`config.mk`:
```
export PLATFORM = sky130hd
export DESIGN_NAME = serial_adder
export DESIGN_NICKNAME = d
export VERILOG_FILES = /design/src/rtl/serial_adder.sv
export SDC_FILE = /design/constraint.sdc
export NUM_CORES = 1
export LEC_CHECK = 0
export BUFFER_PORTS_ARGS = -buffer_cell sky130_fd_sc_hd__buf_2
export CAP_MARGIN = 20
export CORE_MARGIN = 5
export CORE_UTILIZATION = 40
export CTS_CLUSTER_DIAMETER = 60
export CTS_CLUSTER_SIZE = 28
export DETAILED_ROUTE_END_ITERATION = 8
export PLACE_DENSITY = 0.66
export SYNTH_ARGS = -nofsm -noshare
export SYNTH_HDL_FRONTEND = slang
export SYNTH_SLANG_ARGS = --single-unit
```
`constraint.sdc`:
```
create_clock -name clk -period 1.2 [get_ports clk]
set_clock_uncertainty 0.2 [all_clocks]
set_input_delay 0.24 -clock clk [delete_from_list [all_inputs] [get_ports clk]]
set_output_delay 0.24 -clock clk [all_outputs]
set_load 0.05 [all_outputs]
```
`src/rtl/serial_adder.sv`:
```
module serial_adder #(
  parameter int WIDTH = 8
) (
  input  logic             clk,
  input  logic             rst,
  input  logic             start,
  input  logic [WIDTH-1:0] op_a,
  input  logic [WIDTH-1:0] op_b,
  output logic [WIDTH-1:0] sum_out,
  output logic             carry_out,
  output logic             busy,
  output logic             done
);
  localparam int CW = (WIDTH > 1) ? $clog2(WIDTH) : 1;
  localparam logic [CW-1:0] LAST = CW'(WIDTH - 1);

  typedef enum logic {CARRY_LO = 1'b0, CARRY_HI = 1'b1} carry_t;

  carry_t           cst, cnx;
  logic [WIDTH-1:0] opa_q, opb_q, res_q;
  logic [CW-1:0]    cnt_q;
  logic             busy_q, done_q, sbit;

  wire abit   = opa_q[0];
  wire bbit   = opb_q[0];
  wire accept = start & ~busy_q;

  always_comb begin
    cnx  = cst;
    sbit = abit ^ bbit;
    case (cst)
      CARRY_LO: begin
        if (abit && bbit) cnx = CARRY_HI;
        sbit = abit ^ bbit;
      end
      CARRY_HI: begin
        if (!abit && !bbit) cnx = CARRY_LO;
        sbit = ~(abit ^ bbit);
      end
      default: ;
    endcase
  end

  always_ff @(posedge clk) begin
    if (rst) begin
      cst    <= CARRY_LO;
      opa_q  <= '0;
      opb_q  <= '0;
      res_q  <= '0;
      cnt_q  <= '0;
      busy_q <= 1'b0;
      done_q <= 1'b0;
    end else begin
      done_q <= 1'b0;
      if (accept) begin
        opa_q  <= op_a;
        opb_q  <= op_b;
        res_q  <= '0;
        cst    <= CARRY_LO;
        cnt_q  <= '0;
        busy_q <= 1'b1;
      end else if (busy_q) begin
        opa_q <= opa_q >> 1;
        opb_q <= opb_q >> 1;
        res_q <= {sbit, res_q[WIDTH-1:1]};
        cst   <= cnx;
        cnt_q <= cnt_q + 1'b1;
        if (cnt_q == LAST) begin
          busy_q <= 1'b0;
          done_q <= 1'b1;
        end
      end
    end
  end

  assign sum_out   = res_q;
  assign carry_out = (cst == CARRY_HI);
  assign busy      = busy_q;
  assign done      = done_q;

  assert_reset_clears_R1: assert property (@(posedge clk)
    rst |=> !busy && !done && carry_out == 1'b0 && sum_out == '0);

  assert_start_loads_R2: assert property (@(posedge clk) disable iff (rst)
    start && !busy |=> busy && !carry_out && opa_q == $past(op_a));

  assert_lo_holds_R3: assert property (@(posedge clk) disable iff (rst)
    busy && !start && cst == CARRY_LO && !(abit && bbit) |=> cst == CARRY_LO);

  assert_hi_holds_R3: assert property (@(posedge clk) disable iff (rst)
    busy && cst == CARRY_HI && (abit || bbit) |=> cst == CARRY_HI);

  assert_done_pulse_R5: assert property (@(posedge clk) disable iff (rst)
    done |-> !busy && $past(busy));

  assert_done_single_R5: assert property (@(posedge clk) disable iff (rst)
    done |=> !done);

  assert_idle_hold_R6: assert property (@(posedge clk) disable iff (rst)
    !busy && !start |=> $stable(sum_out) && $stable(carry_out));

  assert_busy_start_ignored_R7: assert property (@(posedge clk) disable iff (rst)
    busy && start && cnt_q != LAST |=> busy && opa_q == ($past(opa_q) >> 1));
endmodule

```
## Word-level counts from Yosys, hierarchy flattened

Cells that the tools add are included.

- Bitwise gates (word level): 5
- Reduce and logical (&&, ||, !) cells: 7
- Eq/ne operators: 1
- Add/sub/neg operators: 1
- Multiplexer cells: 12

Operator list:

| kind | count |
|---|---|
| 8-bit 2-to-1 mux | 4 |
| 1-bit 2-to-1 mux | 6 |
| 1-bit case mux with 2 select lines | 2 |
| 3-bit by 1-bit adder with 3-bit output (second input constant) | 1 |
| 3-bit == test (second input constant) | 1 |
| 1-bit NOT | 3 |
| 3-bit OR reduction | 1 |
| 1-bit logical AND | 2 |
| 1-bit zero test | 2 |
| 2-bit nonzero test | 1 |
| 2-bit OR reduction | 1 |
| 1-bit bitwise AND | 1 |
| 1-bit bitwise XOR | 1 |

- Input bits: 19
- Bits in registers: 30
- Output and inout port bits: 11
- Logic and storage cells: 33

## Longest topological paths before layout

Gate-level depths: netlist of the first run.

- Word-level depth: 4
- Gate-level depth with buffers: 5
- Mapped depth without buffers: 5

## Worst setup path after synthesis of the first run

Ideal clock, no wire load.

- Kind: register to register
- From: register busy_q (netlist: busy)
- To: register cnt_q[0]
- Data required time: 0.872 ns
- Path slack: -0.360 ns
- Period minus slack after synthesis: 1.560 ns
- Arrival: 1.232 ns
- Stages on the path, launching flop included: 6
- Buffers on the path: 2
- Setup time: 0.128 ns
- Cell sequence: dfxtp_1 -> buf_6 -> buf_2 -> nor2_1 -> mux2i_1 -> nor2_1

- Longest elaborated chain between the ends: 3

RTL lines:

| item | RTL line | text |
|---|---|---|
| start, declared | 22 | `logic busy_q, done_q, sbit;` |
| start signal, assigned | 51 | `busy_q <= 1'b0;` |
| start signal, assigned | 61 | `busy_q <= 1'b1;` |
| start signal, assigned | 69 | `busy_q <= 1'b0;` |
| 1-bit NOT (no source line) | n/a |  |
| 1-bit bitwise AND | 26 | `wire accept = start & ~busy_q;` |
| 2-bit OR reduction (no source line) | n/a |  |
| end signal, assigned | 67 | `cnt_q <= cnt_q + 1'b1;` |
| end, declared | 21 | `logic [CW-1:0] cnt_q;` |

Parallel ways exist; a longest one is shown, timed or not.
A chain may end at the register's enable or synchronous reset.

## Worst setup path in the final report of the first run

- From: register busy_q (netlist: busy)
- To: output busy

RTL lines:

| item | RTL line | text |
|---|---|---|
| end, declared | 11 | `output logic busy,` |

No word-level cell between the ends.

==> results.cfg, run 1 <==
[logic_synthesis]
synth_common_cells = dfxtp_1, mux2i_1, nand2_1, nor2b_1
syn_inst = 149
synth_cell_types = 21
synth_edf_count = 0
synth_area_per_cell_um2 = 9.18
ys.warnings.count = 0
ys.flop_type = dfxtp_1
synth-async-reset-ratio = 0
synth_top_area_frac = 0.439
synth_seq_area_share = 0.439
synth_seq_cells = 30
netlist_area_mm2 = 0.00137
synthTopCellsByArea = dfxtp_1, mux2i_1, nor2b_1
synthesis.nets = 173
synth.most_common_cell = dfxtp_1
yosysTopAreaCell = dfxtp_1

[power_and_ir_drop]
p_leak_nw = 0.871
power_density_mw_per_mm2 = 1020
peakVddDrop_mv = 0.711

[critical_path]
crit_type = register to output port
slowest_stage = dfxtp_4
critPathBufInv = 1
r2r-start = busy
arrival_ps = 850
cp_max_fo = 3
start_kind = register
required_ps = 760
crit_chain = buf_8
critPathLaunch = busy
critical-path-max-stage-delay_ps = 390
crit_family = flip-flops
cp-end-kind = output port

[timing]
hold_viol = 0
rsz0062_at_grt = true
holdWs_ps = 19.4
tns_ps = -1080
period_needed_ps = 1290
finalSetupViolCount = 24
maxSlewHeadroom = 0.753
timing.fmax_mhz = 773
slew_viol_final = 0
worstMarginPinSlew_ps = 371
setup_slack_ps = -93.9
finalCritPeriodShare = 1.08

[clock_network]
clkSinkCount = 30
htree_levels = 2
cts_inserted_buffers = 5
cts_root_buffer = clkbuf_4
cts_tree = yes
path_clk_slew_ps = 100
clock_latency_ps = 320
ctsLongestPathBuffers = 2

[grt]
grtUsageTotal = 0.141
grt_max_degree = 30
grt_pass1_wl_um = 4770
grt_pass1_vias = 1169
grt_antenna_before_repair = 0
overflow = 0

[finish]
area_growth_pct = 50.4
fin_nets = 216
drive_above_1_share = 0.492
diodes = 0

[status]
violations = setup timing
run_status = complete, but fails checks

[floorplanning]
die_x_um = 68.5
die_area_mm2 = 0.00469
pin_count = 30
fp.coreArea_mm2 = 0.00331
num_rows = 21
initial_utilization = 0.413
die_h_um = 68.5

[min_path]
holdCritStartpoint = op_b[7]
worstHoldPathType = primary input to register

[drt]
drt-total-wl_um = 3110
drtIter0Drc = 43
via_count = 1154
drt-pass1-iter-count = 4
viasPerCell = 4.83
ant_nets = 0
routedWlPerCell_um = 13.0
drcViolationCount = 0

[placed_design]
numPortBuffers = 29
pre_cts_ws_ps = -76.6
gp_congestion = 0.758
hpwlAfterDp_um = 1880

[flow_run]
cap_violations = 0
cells by family after synthesis:
logic type / after synthesis / share of synthesized area
compound gates: 28 / 0.108
xor+xnor: 1 / 0.00641
fa+ha+maj: 5 / 0.0457
buf+inv: 16 / 0.0723
flops: 30 / 0.439
mux: 18 / 0.132
simple gates: 51 / 0.197
stage by stage:
stage          cells  total power [mW]  area, um2   util
2_1_floorplan    149              1.31       1450      -
3_3_place_gp     223              1.39       1680  0.506
3_5_place_dp     223              1.40       1680  0.506
4_1_cts          237              2.08       1950  0.588
5_1_grt          239              2.22       2060  0.621
6_report         239              2.10       2060  0.621
path summary, 6_finish.rpt:
path	slack, ps	cells past startpoint	end
min reg2reg	330	2	sum_out[5]
max	-90	1	busy
max reg2reg	-70	5	sum_out[1]
min	20	3	opb_q[7]
registers in the layout, summed over array words and instances, names as in the netlist:
signal     count
sum_out        8
opb_q          8
done           1
cnt_q          3
busy           1
opa_q          8
carry_out      1
placed cells by master (no fill, tap or decap), types with 8 or more instances in the layout:
cell type  netlist  final
buf_2            3     18
dfxtp_1         30     15
nor2_1          11     10
buf_4            1     13
buf_8            0     11
mux2i_1         18     17
o21ai_1          7      8
dfxtp_2          0     13
nand2_1         14     13
a21oi_1         11      9
nor2b_1         13     12
area by class of cell:
cell class | instances | area (um2)
fillers | 272 | 1250
multi-input cells | 103 | 817
flip-flops and latches | 30 | 624
repair buffers | 48 | 483
well taps | 46 | 57.6
clock buffers | 7 | 55.1
inverters | 4 | 15.0
clock inverters | 1 | 5.00
repair_timing:
action,CTS,global route
resized for setup,47,14
hold endpoints to repair,0,0
cloned,0,2
setup endpoints to repair,13,29
pin swaps,10,3
buffers inserted,6,0
hold buffers,0,0
report_power, final:
part / total [mW] / switching [mW] / leakage, nW / internal [mW]
Sequential: 1.07 / 0.0318 / 0.252 / 1.04
Combinational: 0.406 / 0.195 / 0.584 / 0.211
Clock: 0.625 / 0.341 / 0.0353 / 0.284
Total: 2.10 / 0.568 / 0.871 / 1.53
tightest hold or removal path, delay by kind of cell:
kind          cells  cell delay (ps)
simple gates      1              110
mux               1               70
buf+inv           1               80
per-layer routing:
metal / up-vias / track usage / wire length [um]
met3: 4 / 0.0608 / 155
li1: 589 / - / -
met4: 0 / 0.0596 / 37
met1: 539 / 0.150 / 1360
met5: - / 0 / 0
met2: 22 / 0.242 / 1560
(Power assumes the default switching activity.)
==> run 2: changes to the inputs <==
- PLACE_DENSITY: 0.66 -> 0.75
- SLEW_MARGIN: not set -> 20
==> run 2 against run 1 <==
  * Utilization grew 2.0 points
  * Final area grew 3.3%
  * Largest power group unchanged
  * Global-route usage shrank 0.57 points
  * Power grew 8.0%
  * Clock power grew 25%
  * The run ends with hold timing, setup timing left
  * First-iteration DRC count shrank 28%
  * Non-clock buffer count grew 8
  * Register-to-register slack is essentially flat
  * Fmax grew 0.40%
  * Combinational power grew 3%
  * Worst setup slack gained 5.2 ps
==> results.cfg, run 2 (synthesis results as in run 1) <==
[status]
run_status = complete, but fails checks
violations = hold timing, setup timing

[timing]
finalCritPeriodShare = 1.07
finalSetupViolCount = 28
tns_ps = -1180
setup_slack_ps = -88.7
period_needed_ps = 1290
slew_viol_final = 0
holdWs_ps = -6.07
worstMarginPinSlew_ps = 351
rsz0062_at_grt = true
maxSlewHeadroom = 0.766
timing.fmax_mhz = 776
hold_viol = 1

[clock_network]
path_clk_slew_ps = 100
ctsLongestPathBuffers = 2
cts_tree = yes
cts_hold_buf = 0
clock_latency_ps = 340
clkSinkCount = 30
htree_levels = 2
cts_root_buffer = clkbuf_4
cts_inserted_buffers = 5

[drt]
drcViolationCount = 0
viasPerCell = 4.73
ant_nets = 0
via_count = 1168
drtIter0Drc = 31
drt-total-wl_um = 3050
routedWlPerCell_um = 12.3
drt-pass1-iter-count = 4

[power_and_ir_drop]
p_leak_nw = 0.927
power_density_mw_per_mm2 = 1070
pwr-share-comb = 0.184
p_seq_frac = 0.470
finalPower_mw = 2.27
p_sw_mw = 0.571
swShare = 0.251
pwr-share-clk = 0.345
intPower_mw = 1.70
peakVddDrop_mv = 0.851

[floorplanning]
pin_count = 30
fp.coreArea_mm2 = 0.00331
die_h_um = 68.5
die_x_um = 68.5
initial_utilization = 0.413
num_rows = 21
die_area_mm2 = 0.00469

[critical_path]
cp_max_fo = 2
crit_type = register to output port
crit_family = flip-flops
crit_chain = buf_8
reg2reg_to = sum_out[2]
start_kind = register
worstRegToRegCells = 5
required_ps = 760
regToRegSetupSlack_ps = -80
critical-path-max-stage-delay_ps = 370
slowest_stage = dfxtp_4
arrival_ps = 850
r2r-start = busy
cp-end-kind = output port
critPathBufInv = 1

[finish]
drive_above_1_share = 0.483
diodes = 0
final_core_util = 0.642
most-common-layout-cells = mux2i_1, buf_2, buf_4
seq_area_um2 = 624
design_area_mm2 = 0.00212
multi_input_area_um2 = 766
fin_nets = 224
fill_cells = 279
area_growth_pct = 55.4

[placed_design]
gp_congestion = 0.704
pre_cts_ws_ps = -73.1
hpwlAfterDp_um = 1840
dpl_cell_area_mm2 = 0.00170
numPortBuffers = 29

[grt]
grt_pass1_vias = 1042
grt_pass1_wl_um = 4660
grt_antenna_before_repair = 0
grt_max_degree = 25
overflow = 0
grtUsageTotal = 0.136

[min_path]
hold_depth = 3
worstHoldPathType = primary input to register
min_to = opa_q[7]
holdCritStartpoint = op_a[7]

[flow_run]
cap_violations = 0
run 2: cell count changes in the layout (fill, tap and decap cells not counted), moves of 2 or more:
cell / delta
nor3b_4: -2
a211oi_2: -2
nor2b_2: +2
nor2b_1: -2
a211oi_1: +2
buf_4: +4
run 2: per-stage QoR:
stage	std cells	hold slack (ps)
6_report	247	-6.07
5_1_grt	247	37.6
4_1_cts	241	1.16
3_5_place_dp	225	280
3_3_place_gp	225	269
2_1_floorplan	149	235
run 2: power by group through the flow:
| stage | Clock, mW | Sequential (mW) | Combinational [mW] |
|---|---|---|---|
| finish | 0.784 | 1.07 | 0.419 |
| global route | 0.843 | 1.07 | 0.458 |
| CTS | 0.804 | 1.07 | 0.365 |
| detailed placement | 0 | 1.09 | 0.319 |
| global placement | 0 | 1.09 | 0.315 |
| floorplan | 0 | 1.11 | 0.200 |
run 2: timing repair:
action | in CTS | in global routing
endpoints found under the setup margin | 13 | 37
pin swaps | 5 | 5
resized for setup | 47 | 8
setup buffers | 8 | 3
gates cloned | 0 | 3
run 2: how the worst max path moves through the flow:
stage	start	end	slack, ps	depth (start not counted)
3_5_place_dp	start	opb_q[3]	-70	5
6_report	busy	busy	-90	1
2_1_floorplan	busy	opa_q[2]	-40	4
4_1_cts	busy	busy	-90	1
3_3_place_gp	cnt_q[0]	cnt_q[2]	-40	4
5_1_grt	busy	sum_out[5]	-130	5
run 2: area by class of cell:
type | count | share of cell area
multi-input cells | 103 | 0.360
flip-flops and latches | 30 | 0.294
repair buffers | 56 | 0.275
well taps | 46 | 0.0271
clock inverters | 3 | 0.0188
clock buffers | 5 | 0.0177
inverters | 4 | 0.00707
run 2: routing by layer:
metal	up-vias	wire length, um	GRT usage
met5	-	0	0
met4	0	53	0.0670
met3	7	188	0.0460
met2	32	1530	0.216
met1	525	1270	0.161
li1	604	-	-
==> run 3: changes to the inputs <==
- SETUP_SLACK_MARGIN: not set -> 0.3
==> run 3 against run 2 <==
  * The run still ends with hold timing, setup timing left
  * Die area is the same
  * Hold slack worse by 14 ps
  * Power fell by 8.8%
  * Non-clock buffer count is 1 higher
  * Sequential share of layout area decreased by 0.26 points
  * Sequential power hardly changed
  * Largest cell class unchanged
  * Largest power group unchanged
  * Highest routed layer unchanged
==> results.cfg, run 3 (synthesis results as in run 1) <==
[critical_path]
required_ps = 760
cp_max_fo = 2
critical-path-max-stage-delay_ps = 380
crit_type = register to output port
crit_chain = buf_8
slowest_stage = dfxtp_4
worstRegToRegCells = 5
regToRegSetupSlack_ps = -50
start_kind = register
arrival_ps = 840
crit_family = flip-flops
reg2reg_to = sum_out[3]
critPathBufInv = 1
cp-end-kind = output port
r2r-start = busy

[floorplanning]
pin_count = 30
initial_utilization = 0.413
die_area_mm2 = 0.00469
num_rows = 21
die_x_um = 68.5
fp.coreArea_mm2 = 0.00331
die_h_um = 68.5

[timing]
slew_viol_final = 0
setup_slack_ps = -75.9
tns_ps = -903
period_needed_ps = 1280
holdWs_ps = -20.2
worstMarginPinSlew_ps = 346
maxSlewHeadroom = 0.769
finalCritPeriodShare = 1.06
finalSetupViolCount = 25
hold_viol = 1
timing.fmax_mhz = 784
rsz0062_at_grt = true

[drt]
via_count = 1200
drt-total-wl_um = 3300
drt-pass1-iter-count = 4
drcViolationCount = 0
viasPerCell = 4.84
drtIter0Drc = 51
ant_nets = 0
routedWlPerCell_um = 13.3

[clock_network]
clock_latency_ps = 320
htree_levels = 2
cts_tree = yes
ctsLongestPathBuffers = 2
path_clk_slew_ps = 90
cts_root_buffer = clkbuf_4
cts_inserted_buffers = 5
clkSinkCount = 30

[status]
run_status = complete, but fails checks
violations = hold timing, setup timing

[grt]
grtUsageTotal = 0.143
grt_pass1_wl_um = 4920
grt_pass1_vias = 1162
grt_antenna_before_repair = 0
grt_max_degree = 21
overflow = 0

[placed_design]
hpwlAfterDp_um = 1920
gp_congestion = 0.657
dp.cells = 226
numPortBuffers = 29
pre_cts_ws_ps = -52.4
dpl_cell_area_mm2 = 0.00173

[finish]
multi_input_area_um2 = 840
design_area_mm2 = 0.00220
fin_nets = 225
final_cells = 248
drive_above_1_share = 0.545
area_growth_pct = 61.1
seq_area_um2 = 642
final_core_util = 0.666
diodes = 0
fill_cells = 279
most-common-layout-cells = mux2i_1, buf_2, buf_4

[flow_run]
cap_violations = 0

[power_and_ir_drop]
peakVddDrop_mv = 0.591
p_leak_nw = 0.931
power_density_mw_per_mm2 = 939
finalPower_mw = 2.07

[min_path]
holdCritStartpoint = op_b[7]
hold_depth = 3
min_to = opb_q[7]
worstHoldPathType = primary input to register
run 3: routing by layer:
metal | GRT usage | wire length [um] | vias to the layer above | share of wire
met4 | 0.0670 | 14 | 0 | 0.0042
met5 | 0 | 0 | - | 0
li1 | - | - | 606 | -
met1 | 0.159 | 1330 | 563 | 0.40
met2 | 0.249 | 1790 | 29 | 0.54
met3 | 0.0394 | 162 | 2 | 0.049
run 3: repair_timing:
| action | in CTS | in global routing |
|---|---|---|
| pin swaps | 5 | 11 |
| setup buffers | 9 | 2 |
| gates cloned | 0 | 3 |
| hold endpoints to repair | 1 | 1 |
| gates resized for setup | 43 | 30 |
| setup endpoints to repair | 41 | 41 |
run 3: worst max path at each step:
stage | start | end | slack (ps) | depth (start not counted)
final | busy | busy | -80 | 1
after global routing | busy | sum_out[4] | -140 | 5
after CTS | sum_out[4] | sum_out[4] | -90 | 1
after detailed placement | start | opa_q[1] | -50 | 5
after global placement | opa_q[0] | sum_out[7] | -40 | 4
after floorplan | busy | cnt_q[1] | -40 | 5
run 3: where the power goes:
group | switching, mW | internal [mW]
combinational | 0.208 | 0.246
clock | 0.326 | 0.233
sequential | 0.0310 | 1.03
run 3: layout make-up:
| type | instances | share of cell area |
|---|---|---|
| multi-input combinational | 103 | 0.381 |
| sequential | 30 | 0.291 |
| timing repair buffer | 57 | 0.273 |
| tap | 46 | 0.0261 |
| clock buffer | 8 | 0.0221 |
| inverter | 4 | 0.00681 |
